File: src/rtl/i2c_addr_sniffer.sv
module i2c_addr_sniffer #(
  parameter int AW = 7
) (
  input  logic          clk,
  input  logic          rst_n,
  input  logic          scl_in,
  input  logic          sda_in,
  input  logic          en_set,
  input  logic          en_clr,
  input  logic [AW-1:0] my_addr,
  output logic          sda_pull,
  output logic          hit_pulse,
  output logic          bcast_pulse,
  output logic          own_hit,
  output logic          bcast_hit,
  output logic          rd_dir,
  output logic          done,
  output logic          enabled
);
  localparam int BW = AW + 1;
  localparam int CW = $clog2(BW + 1);

  typedef enum logic [2:0] {S_IDLE, S_ADDR, S_ACKW, S_ACK, S_SKIP} st_t;

  st_t           st;
  logic [2:0]    scl_q, sda_q;
  logic [AW-1:0] shreg;
  logic [CW-1:0] cnt;
  logic          busy, rw_q;

  wire scl_hi    = scl_q[1] & scl_q[2];
  wire start_det = scl_hi & sda_q[2] & ~sda_q[1];
  wire stop_det  = scl_hi & ~sda_q[2] & sda_q[1];
  wire scl_rise  = scl_q[1] & ~scl_q[2];
  wire scl_fall  = ~scl_q[1] & scl_q[2];

  wire [BW-1:0] byte_now = {shreg, sda_q[1]};
  wire          own_eq   = byte_now[BW-1:1] == my_addr;
  wire          gc_eq    = byte_now == '0;
  wire          last_bit = cnt == CW'(BW - 1);

  assign done   = ~busy;
  assign rd_dir = rw_q & own_hit;

  always_ff @(posedge clk or negedge rst_n) begin
    if (!rst_n) begin
      scl_q <= 3'b111;
      sda_q <= 3'b111;
    end else begin
      scl_q <= {scl_q[1:0], scl_in};
      sda_q <= {sda_q[1:0], sda_in};
    end
  end

  always_ff @(posedge clk or negedge rst_n) begin
    if (!rst_n) begin
      st          <= S_IDLE;
      shreg       <= '0;
      cnt         <= '0;
      busy        <= 1'b0;
      rw_q        <= 1'b0;
      enabled     <= 1'b0;
      sda_pull    <= 1'b0;
      hit_pulse   <= 1'b0;
      bcast_pulse <= 1'b0;
      own_hit     <= 1'b0;
      bcast_hit   <= 1'b0;
    end else begin
      hit_pulse   <= 1'b0;
      bcast_pulse <= 1'b0;
      enabled     <= en_clr ? 1'b0 : (en_set ? 1'b1 : enabled);
      if (en_clr || !enabled) begin
        st        <= S_IDLE;
        busy      <= 1'b0;
        sda_pull  <= 1'b0;
        own_hit   <= 1'b0;
        bcast_hit <= 1'b0;
        rw_q      <= 1'b0;
      end else if (start_det) begin
        st        <= S_ADDR;
        cnt       <= '0;
        busy      <= 1'b1;
        sda_pull  <= 1'b0;
        own_hit   <= 1'b0;
        bcast_hit <= 1'b0;
        rw_q      <= 1'b0;
      end else if (stop_det) begin
        st       <= S_IDLE;
        busy     <= 1'b0;
        sda_pull <= 1'b0;
      end else begin
        case (st)
          S_ADDR: if (scl_rise) begin
            shreg <= byte_now[AW-1:0];
            cnt   <= cnt + 1'b1;
            if (last_bit) begin
              if (own_eq || gc_eq) begin
                own_hit     <= own_eq;
                bcast_hit   <= gc_eq;
                hit_pulse   <= own_eq;
                bcast_pulse <= gc_eq;
                rw_q        <= byte_now[0];
                st          <= S_ACKW;
              end else begin
                st <= S_SKIP;
              end
            end
          end
          S_ACKW: if (scl_fall) begin
            sda_pull <= 1'b1;
            st       <= S_ACK;
          end
          S_ACK: if (scl_fall) begin
            sda_pull <= 1'b0;
            st       <= S_SKIP;
          end
          default: ;
        endcase
      end
    end
  end
endmodule


File: config.mk
export PLATFORM = sky130hd
export DESIGN_NAME = i2c_addr_sniffer
export DESIGN_NICKNAME = d
export VERILOG_FILES = /design/src/rtl/i2c_addr_sniffer.sv
export SDC_FILE = /design/constraint.sdc
export NUM_CORES = 1
export LEC_CHECK = 0
export ABC_AREA = 1
export BUFFER_PORTS_ARGS = -buffer_cell sky130_fd_sc_hd__buf_2
export CAP_MARGIN = 15
export CORE_MARGIN = 3
export CORE_UTILIZATION = 35
export DETAILED_ROUTE_END_ITERATION = 16
export RECOVER_POWER = 50
export SYNTH_ARGS = -nofsm -noshare
export SYNTH_HDL_FRONTEND = slang
export SYNTH_SLANG_ARGS = --single-unit
export TNS_END_PERCENT = 50
File: constraint.sdc
create_clock -name clk -period 1.9 [get_ports clk]
set_clock_uncertainty 0.1 [all_clocks]
set_input_delay 0.19 -clock clk [delete_from_list [all_inputs] [get_ports clk]]
set_output_delay 0.19 -clock clk [all_outputs]
set_load 0.02 [all_outputs]
==> key figures, run 1 <==
Worst setup path
  – Reg2Reg Setup Slack: 0.30 ns
  – Critical path startpoint category: input port
  – Critical path class: input port to register
  – Critical path's top delay family: simple AND/OR/NAND/NOR gates
  – Depth of the most critical reg-to-reg path: 8
  – Critical path cell sequence: dlygate4sd3_1 > clkbuf_1 > or2_4 > nor2_4 > nand3_4 > nand2_2 > o21ai_1 > o21ai_1 > inv_1
  – Critical Path End Type: register
  – WP buf/inv: 3
  – Crit-path most repeated cell: o21ai_1
  – WP data arrival: between 1.5 and 2 ns
  – Critical Path RT: 1.98 ns
  – Crit-path slowest cell: dlygate4sd3_1
  – CP Max Fanout: 18
  – Worst reg2reg path startpoint: enabled
  – Slowest stage delay, CP: approximately 0.53 ns
  – FF-to-FF End: cnt[0]

Clock tree
  – Clock transition at path regs: 0.10 ns
  – Hold Buf Count CTS: 4
  – Max H-tree Level: 1
  – CTS buffer count: 3
  – Postcts setup bufs: 0
  – CTS sink count: 28
  – CTS tree: done
  – Worst skew pair latency: around 0.28 ns
  – Post-CTS sizing: 0
  – CTS Root Cell: clkbuf_8
  – CTS Buffer Depth: 2

Detailed routing
  – Post-route ant nets: 0
  – Vias per cell: between 4 and 5
  – Router iterations before antenna repair: 4
  – WL final: between 2000 and 3000 µm
  – Via count: around 1100
  – DR DRC count: 0
  – Initial DRC Count: 36
  – Routed len/inst: about 10 µm

Global route
  – Tot GR Track Use: 0.115
  – Initial antenna violation count: 0
  – Largest net degree at the start of global routing: 29
  – Vias in the first global route: around 1000
  – First-pass GRT wire length: around 4600 µm
  – GRT overflow: 0

Synthesis
  – #FFs+latches synth: 28
  – Synth cell types: 27
  – Synthesized Nets: between 150 and 200
  – Area leader, netlist: dfrtp_1
  – Synth Area per Inst: ~8.4 µm²
  – Ranking of synthesized cells by area: dfrtp_1, nand2_1, dfstp_2
  – Share of the synthesized area in the top cell type: 0.369
  – Area of the mapped netlist: about 1500 µm²
  – Post-Syn Instances: ~180
  – Sequential area share after synthesis: 0.475
  – Ys Warns: 0

Power
  – Maximum vdd drop: around 0.24 mV
  – Seq pwr share: 0.520
  – Post-route total power: 1.20 mW
  – P_sw: between 0.2 and 0.3 mW
  – Leakage: around 0.9 nW
  – Internal power: 0.938 mW
  – Sw Share: 0.221
  – Power Density: 687 nW/µm²
  – Gate power share: 0.087
  – Share of total power in the clock network: 0.394

Final layout
  – Commonest cells after routing, fill and taps aside: nand2_1, inv_1, dfrtp_1, buf_2, nor2_1
  – Fin area: ~1800 µm²
  – Final net count: between 200 and 250
  – Final non-filler cell total: roughly 260
  – Share of post-route cells with drive strength above 1: 0.268
  – Most common cell after layout, fill and taps aside: nand2_1
  – Number of inserted diodes: 0
  – Layout area overhead: 17.5%
  – Fillers: 422

STA
  – Rel. slew slack: 0.540
  – Final setup fails: 0
  – Setup Total Neg Slack: 0 ns
  – Max Slew Vio Count: 0
  – Hold_ws: 0.0346 ns
  – RSZ-0062 raised after global routing: false
  – Crit share post-route: 0.925
  – Hold Vio Cnt, Final: 0
  – Fmax: 569 MHz
  – Min Tclk post-route: 1.76 ns
  – Worst-margin pin slew: between 0.6 and 0.7 ns

Placement
  – Cells after DPL: between 200 and 250
  – Placed Area: between 1500 and 2000 µm²
  – I/O Buffers: 20
  – Hpwl dp: around 2000 µm
  – RePlAce Congestion: ~0.78

Worst hold path
  – Hold Path Sink: enabled
  – Tightest Hold Check Type: input port to register
  – Worst Min Path Start: en_set
  – Hold depth: 3

Die
  – Initial Util: 0.368
  – Die Wd: 71.3 µm
  – # rows: 23
  – DIE HEIGHT: around 71 µm
  – DIE AREA: 5080 µm²
  – Num ports: 21
  – Core Area: slightly above 4000 µm²

Status
  – Status: complete, no violations

Run
  – Maximum capacitance violations: 0
-- synthesized netlist by cell type, drive strengths merged --
cell,instances
dfrtp,22
nand3,12
a21oi,2
nand4,3
ha,1
buf,1
clkinv,1
nor2,15
o21ai,13
xor2,1
inv,33
nor3,5
a31oi,1
o21bai,1
dfstp,6
or2,1
nand2,60
-- cell families after synthesis --
family                     count (synthesis)  synth area share
buffers and inverters                     35            0.0965
and+or+nand+nor                           96             0.335
AOI/OAI and AO/OA                         17            0.0797
adders and majority gates                  1           0.00839
DFF                                       28             0.475
xor gates and xnor gates                   1           0.00587
-- state kept, by name, indices dropped and copies added, names as in the netlist --
register,flops
enabled,1
scl_q,3
st,3
rw_q,1
cnt,4
own_hit,1
shreg,7
sda_pull,1
bcast_hit,1
sda_q,3
busy,1
bcast_pulse,1
hit_pulse,1
-- layout make-up --
cell class / count / area, µm² / area share
multi-input combinational: 115 / 639 / 0.365
tap: 50 / 62.6 / 0.0357
timing repair buffer: 24 / 139 / 0.0792
clock inverter: 1 / 30.0 / 0.0171
sequential: 28 / 708 / 0.404
clock buffer: 3 / 41.3 / 0.0236
inverter: 34 / 133 / 0.0757
-- through the flow --
stage                     setup slack (ns)   util
after floorplan                      0.381      -
after global placement               0.361  0.405
after detailed placement             0.298  0.405
after CTS                            0.127  0.432
after global routing                0.0570  0.432
final                                0.143  0.432
-- per-layer routing --
layer  GRT usage  share of wire  wire [µm]  vias up
met4      0.0501          0.020         51        0
li1            -              -          -      602
met2       0.177           0.43       1130       20
met5           0              0          0        -
met3      0.0238          0.038         99        5
met1       0.156           0.51       1320      508
-- worst min-delay path, cell delays in order --
cell and delay [ns]:
buf_2 0.09, inv_1 0.04, a21oi_1 0.05
-- power by group through the flow --
stage          Clock [mW]  Combinational (mW)  Sequential, mW
2_1_floorplan           0              0.0605           0.638
3_3_place_gp            0              0.0997           0.638
3_5_place_dp            0               0.100           0.638
4_1_cts             0.487               0.107           0.627
5_1_grt             0.505               0.117           0.628
6_report            0.474               0.104           0.626
-- worst max-delay path by stage --
stage                 start       end  slack, ns  cells after the start
floorplan           enabled  shreg[6]       0.38                      7
global placement    enabled    cnt[0]       0.36                      8
detailed placement  enabled    cnt[0]       0.30                      8
CTS                  en_clr    cnt[0]       0.13                      9
global route         en_clr    cnt[0]       0.06                      9
finish               en_clr    cnt[0]       0.14                      9
Note: power is estimated with default switching activity, not from simulation.
==> inputs of run 2 (changes only) <==
--- a/config.mk
+++ b/config.mk
@@ -11,6 +11,7 @@
 export CORE_MARGIN = 3
 export CORE_UTILIZATION = 35
 export DETAILED_ROUTE_END_ITERATION = 16
+export MAX_ROUTING_LAYER = met4
 export RECOVER_POWER = 50
 export SYNTH_ARGS = -nofsm -noshare
 export SYNTH_HDL_FRONTEND = slang
==> run 2 against run 1 <==
Effect of this change:
- via count is essentially flat
- die area is the same
- maximum frequency is essentially flat
- sequential share of layout area is the same
- final area is the same
- utilization is the same
- clock power is essentially flat
- sequential power is essentially flat
==> key figures, run 2 (synthesis results as in run 1) <==
Worst setup path
  – Crit-path most repeated cell: o21ai_1
  – WP data arrival: approximately 1.8 ns
  – CP Max Fanout: 18
  – Critical Path End Type: register
  – WP buf/inv: 3
  – Crit-path slowest cell: dlygate4sd3_1
  – Critical path's top delay family: simple AND/OR/NAND/NOR gates
  – Reg2Reg Setup Slack: 0.30 ns
  – Critical path cell sequence: dlygate4sd3_1 > clkbuf_1 > or2_4 > nor2_4 > nand3_4 > nand2_2 > o21ai_1 > o21ai_1 > inv_1
  – Critical path startpoint category: input port
  – Slowest stage delay, CP: 0.53 ns
  – Critical path class: input port to register
  – Critical Path RT: ~2 ns

Power
  – Share of total power in the clock network: 0.394
  – Seq pwr share: 0.520
  – Leakage: a little over 0.9 nW
  – Power Density: 687 nW/µm²
  – P_sw: roughly 0.27 mW
  – Maximum vdd drop: 0.237 mV
  – Internal power: 0.938 mW
  – Sw Share: 0.221
  – Gate power share: 0.087

Die
  – Num ports: 21
  – Die Wd: ~71 µm
  – # rows: 23
  – Initial Util: 0.368
  – Core Area: ~4000 µm²
  – DIE AREA: 5080 µm²
  – DIE HEIGHT: 71.3 µm

STA
  – RSZ-0062 raised after global routing: false
  – Min Tclk post-route: approximately 1.8 ns
  – Setup Total Neg Slack: 0 ns
  – Max Slew Vio Count: 0
  – Worst-margin pin slew: around 0.69 ns
  – Crit share post-route: 0.925
  – Rel. slew slack: 0.540
  – Final WS setup: approximately 0.14 ns
  – Hold Vio Cnt, Final: 0
  – Fmax: about 570 MHz
  – Final setup fails: 0

Placement
  – RePlAce Congestion: roughly 0.8
  – DP Worst Slack: roughly 0.3 ns
  – I/O Buffers: 20
  – Hpwl dp: 2010 µm

Final layout
  – Largest regs: shreg: 7 flops, cnt: 4 flops
  – Share of post-route cells with drive strength above 1: 0.268
  – Final net count: 220
  – Largest register by flop count: shreg
  – Fillers: 422
  – Area occupied by multi-input gates: 639 µm²
  – Layout area overhead: 17.5%
  – Most common cell after layout, fill and taps aside: nand2_1
  – Commonest cells after routing, fill and taps aside: nand2_1, inv_1, dfrtp_1, buf_2, nor2_1
  – Register area: around 710 µm²
  – Number of inserted diodes: 0
  – Core Util, Final: 0.432
  – Max reg flops: 7

Detailed routing
  – Router iterations before antenna repair: 4
  – WL final: between 2000 and 3000 µm
  – Vias per cell: around 4.4
  – Wl on met1: 1340 µm
  – Metal3 WL: ~81 µm
  – Met2 WL: between 1000 and 1500 µm
  – Via count: 1134
  – Post-route ant nets: 0
  – DR DRC count: 0
  – Routed len/inst: roughly 10 µm
  – Initial DRC Count: 36
  – Uppermost layer routed: met4

Run
  – Maximum capacitance violations: 0

Clock tree
  – CTS sink count: 28
  – CTS Buffer Depth: 2
  – Clock transition at path regs: about 0.10 ns
  – Hold Buf Count CTS: 4
  – CTS buffer count: 3
  – Postcts setup bufs: 0
  – CTS Root Cell: clkbuf_8
  – Max H-tree Level: 1
  – Post-CTS sizing: 0
  – CTS tree: done
  – Worst skew pair latency: approximately 0.28 ns

Worst hold path
  – Tightest Hold Check Type: input port to register

Global route
  – Vias in the first global route: ~1000
  – Initial antenna violation count: 0
  – Largest net degree at the start of global routing: 29
  – Tot GR Track Use: 0.118
  – GRT overflow: 0
  – First-pass GRT wire length: around 4600 µm

Status
  – Status: complete, no violations
run 2: cell counts in the layout (fill, tap and decap cells not counted):
Identical to the previous run, type by type.
run 2: worst register-to-register path: stages (launching register included):
cell,delay [ns]
dfrtp_1,0.36
inv_1,0.06
or2_4,0.28
nor2_4,0.15
nand3_4,0.22
nand2_2,0.16
o21ai_1,0.07
o21ai_1,0.07
inv_1,0.05
run 2: cell type report:
type,instances,share of cell area
repair buffers,24,0.0792
flip-flops and latches,28,0.404
clock buffers,3,0.0236
multi-input cells,115,0.365
inverters,34,0.0757
clock inverters,1,0.0171
well taps,50,0.0357
run 2: power by group through the flow:
stage | clock (mW) | combinational [mW] | sequential, mW
6_report | 0.474 | 0.104 | 0.626
3_3_place_gp | 0 | 0.0997 | 0.638
5_1_grt | 0.505 | 0.117 | 0.628
4_1_cts | 0.487 | 0.107 | 0.627
2_1_floorplan | 0 | 0.0605 | 0.638
3_5_place_dp | 0 | 0.100 | 0.638
run 2: per-layer routing:
metal / up-vias / track usage
li1: 602 / -
met1: 507 / 0.158
met2: 20 / 0.177
met3: 5 / 0.0210
met4: 0 / 0.0501
met5: - / -
run 2: stage by stage:
step | total power [mW] | hold WS (ns) | area, µm² | cells
2_1_floorplan | 0.699 | -0.206 | 1490 | 178
3_3_place_gp | 0.737 | 0.141 | 1640 | 247
3_5_place_dp | 0.739 | 0.148 | 1640 | 247
4_1_cts | 1.22 | 0.0302 | 1750 | 255
5_1_grt | 1.25 | 0.0694 | 1750 | 255
6_report | 1.20 | 0.0346 | 1750 | 255
run 2: worst paths after layout:
check                         start  endpoint  cells past startpoint
setup / recovery             en_clr    cnt[0]                      9
hold / removal               en_set   enabled                      3
setup reg to reg            enabled    cnt[0]                      8
hold reg to reg            sda_q[0]  sda_q[1]                      0
max in group asynchronous     rst_n    cnt[0]                      2
min in group asynchronous     rst_n  sda_pull                      2
==> inputs of run 3 (changes only) <==
--- a/config.mk
+++ b/config.mk
@@ -7,11 +7,12 @@
 export LEC_CHECK = 0
 export ABC_AREA = 1
 export BUFFER_PORTS_ARGS = -buffer_cell sky130_fd_sc_hd__buf_2
-export CAP_MARGIN = 15
+export CAP_MARGIN = 20
 export CORE_MARGIN = 3
-export CORE_UTILIZATION = 35
+export CORE_UTILIZATION = 50
 export DETAILED_ROUTE_END_ITERATION = 16
 export MAX_ROUTING_LAYER = met4
+export PLACE_DENSITY = 0.71
 export RECOVER_POWER = 50
 export SYNTH_ARGS = -nofsm -noshare
 export SYNTH_HDL_FRONTEND = slang
==> constraint.sdc (replaced) <==
create_clock -name clk -period 1.7 [get_ports clk]
set_clock_uncertainty 0.1 [all_clocks]
set_input_delay 0.17 -clock clk [delete_from_list [all_inputs] [get_ports clk]]
set_output_delay 0.17 -clock clk [all_outputs]
set_load 0.02 [all_outputs]
==> run 3 against run 2 <==
Effect of this change:
- register-to-register slack worse by 0.16 ns
- clock-buffer cell count is 1 higher
- critical endpoint is now st[0]
- sequential share of layout area is 0.20 points higher
- first-iteration DRC count is 100% higher
- sequential power is 12% higher
- via count is 3.1% higher
- non-clock buffer count is 4 higher
- worst setup slack better by 0.0018 ns
==> key figures, run 3 (synthesis results as in run 1) <==
Final layout
  – Largest regs: shreg: 7 flops, cnt: 4 flops
  – Final net count: 224
  – Layout area overhead: 16.9%
  – Commonest cells after routing, fill and taps aside: nand2_1, inv_1, dfrtp_1, buf_2, nor2_1
  – Max reg flops: 7
  – Fillers: roughly 250
  – Number of inserted diodes: 0
  – Most common cell after layout, fill and taps aside: nand2_1
  – Share of post-route cells with drive strength above 1: 0.301
  – Largest register by flop count: shreg

Power
  – Internal power: 0.869 mW
  – P_sw: around 0.29 mW
  – Seq pwr share: 0.608
  – Gate power share: 0.105
  – Power Density: ~660 nW/µm²
  – Maximum vdd drop: between 0.5 and 0.6 mV
  – Sw Share: 0.248
  – Post-route total power: around 1.2 mW
  – Share of total power in the clock network: 0.287
  – Leakage: 0.925 nW

Worst setup path
  – WP data arrival: between 1.5 and 2 ns
  – Slowest stage delay, CP: approximately 0.58 ns
  – Critical path startpoint category: register
  – Critical path class: register to register
  – CP Max Fanout: 7
  – Critical path's top delay family: flip-flops
  – Critical Path RT: 1.87 ns
  – Crit-path slowest cell: dfstp_2
  – Critical path cell sequence: inv_2 > nand4_1 > inv_2 > nor2_8 > nand2_4 > clkinv_4 > nand2_4 > nor2_8 > nand2_1 > o21ai_1
  – WP buf/inv: 3
  – Critical Path End Type: register

Clock tree
  – Clock transition at path regs: ~0.15 ns
  – Worst skew pair latency: about 0.33 ns
  – CTS Buffer Depth: 2
  – Max H-tree Level: 1
  – CTS Root Cell: clkbuf_4
  – CTS buffer count: 3
  – CTS sink count: 28
  – CTS tree: done

STA
  – Rel. slew slack: 0.542
  – Crit share post-route: 0.915
  – Max Slew Vio Count: 0
  – Hold Vio Cnt, Final: 0
  – Fmax: approximately 640 MHz
  – Final WS setup: 0.144 ns
  – Final setup fails: 0
  – Worst-margin pin slew: approximately 0.69 ns
  – RSZ-0062 raised after global routing: true
  – Min Tclk post-route: ~1.6 ns

Global route
  – GRT overflow: 0
  – Largest net degree at the start of global routing: 29
  – Vias in the first global route: about 1100
  – Tot GR Track Use: 0.174
  – First-pass GRT wire length: 4620 µm
  – Initial antenna violation count: 0

Detailed routing
  – Router iterations before antenna repair: 6
  – Post-route ant nets: 0
  – Via count: between 1000 and 1500
  – DR DRC count: 0
  – Routed len/inst: 11.1 µm
  – Vias per cell: between 4 and 5
  – Initial DRC Count: 73
  – WL final: about 2700 µm

Die
  – DIE AREA: 3670 µm²
  – Num ports: 21
  – # rows: 19
  – Die Wd: roughly 60 µm
  – DIE HEIGHT: ~61 µm
  – Core Area: between 2000 and 3000 µm²
  – Initial Util: 0.532

Worst hold path
  – Tightest Hold Check Type: input port to register

Status
  – Status: complete, no violations

Run
  – Maximum capacitance violations: 0

Placement
  – I/O Buffers: 20
  – Hpwl dp: 2010 µm
  – RePlAce Congestion: slightly below 0.9
  – DP Worst Slack: 0.0897 ns
-- run 3: changes by cell type in the layout (fill, tap and decap cells not counted), moves of 2 or more --
cell / change
clkbuf_8: -2
buf_4: +2
dfstp_2: +2
dfstp_1: -2
clkbuf_4: +3
-- run 3: power groups by stage --
stage	clock network, mW	logic [mW]	registers [mW]
2_1_floorplan	0	0.0676	0.713
4_1_cts	0.344	0.122	0.702
6_report	0.332	0.122	0.702
3_3_place_gp	0	0.108	0.713
3_5_place_dp	0	0.113	0.714
5_1_grt	0.378	0.138	0.705
-- run 3: tightest hold or removal path, stage by stage --
cell,delay [ns]
buf_2,0.09
nand2_1,0.04
nand2_1,0.06
nor2_1,0.04
nand2_1,0.11
nor3_2,0.06
-- run 3: layout make-up --
cell class                 instances  area, µm²  area share
sequential                        28        708       0.406
multi-input combinational        115        643       0.369
timing repair buffer              28        185       0.106
inverter                          34        133      0.0760
tap                               31       38.8      0.0222
clock buffer                       4       36.3      0.0208
-- run 3: layer usage --
metal,share of wire,vias up,track usage
li1,-,609,-
met4,0.0045,0,0.0588
met1,0.47,537,0.225
met3,0.027,2,0.0191
met2,0.49,21,0.285
met5,0,-,-
-- run 3: per-stage QoR --
step	hold WS (ns)	instances	cell area, µm²	util	setup TNS [ns]
6_report	0.155	240	1740	0.622	0
5_1_grt	0.166	240	1740	0.622	-0.00697
4_1_cts	0.146	237	1710	0.608	0
3_5_place_dp	0.126	228	1620	0.577	0
3_3_place_gp	0.113	228	1620	0.577	0
2_1_floorplan	-0.226	178	1490	-	0
-- run 3: what timing repair did --
item,CTS,global route
buffers inserted,0,3
resized for setup,0,2
endpoints found under the setup margin,0,8
hold buffers,5,0
endpoints found under the hold margin,25,0
-- run 3: path summary, 6_finish.rpt --
kind	to	cells past startpoint	slack [ns]	startpoint
max	st[0]	10	0.14	sda_q[1]
min in group asynchronous	bcast_pulse	2	0.28	rst_n
max in group asynchronous	st[2]	2	0.78	rst_n
max reg2reg	st[0]	10	0.14	sda_q[1]
min reg2reg	scl_q[1]	0	0.27	scl_q[0]
min	hit_pulse	6	0.16	my_addr[6]
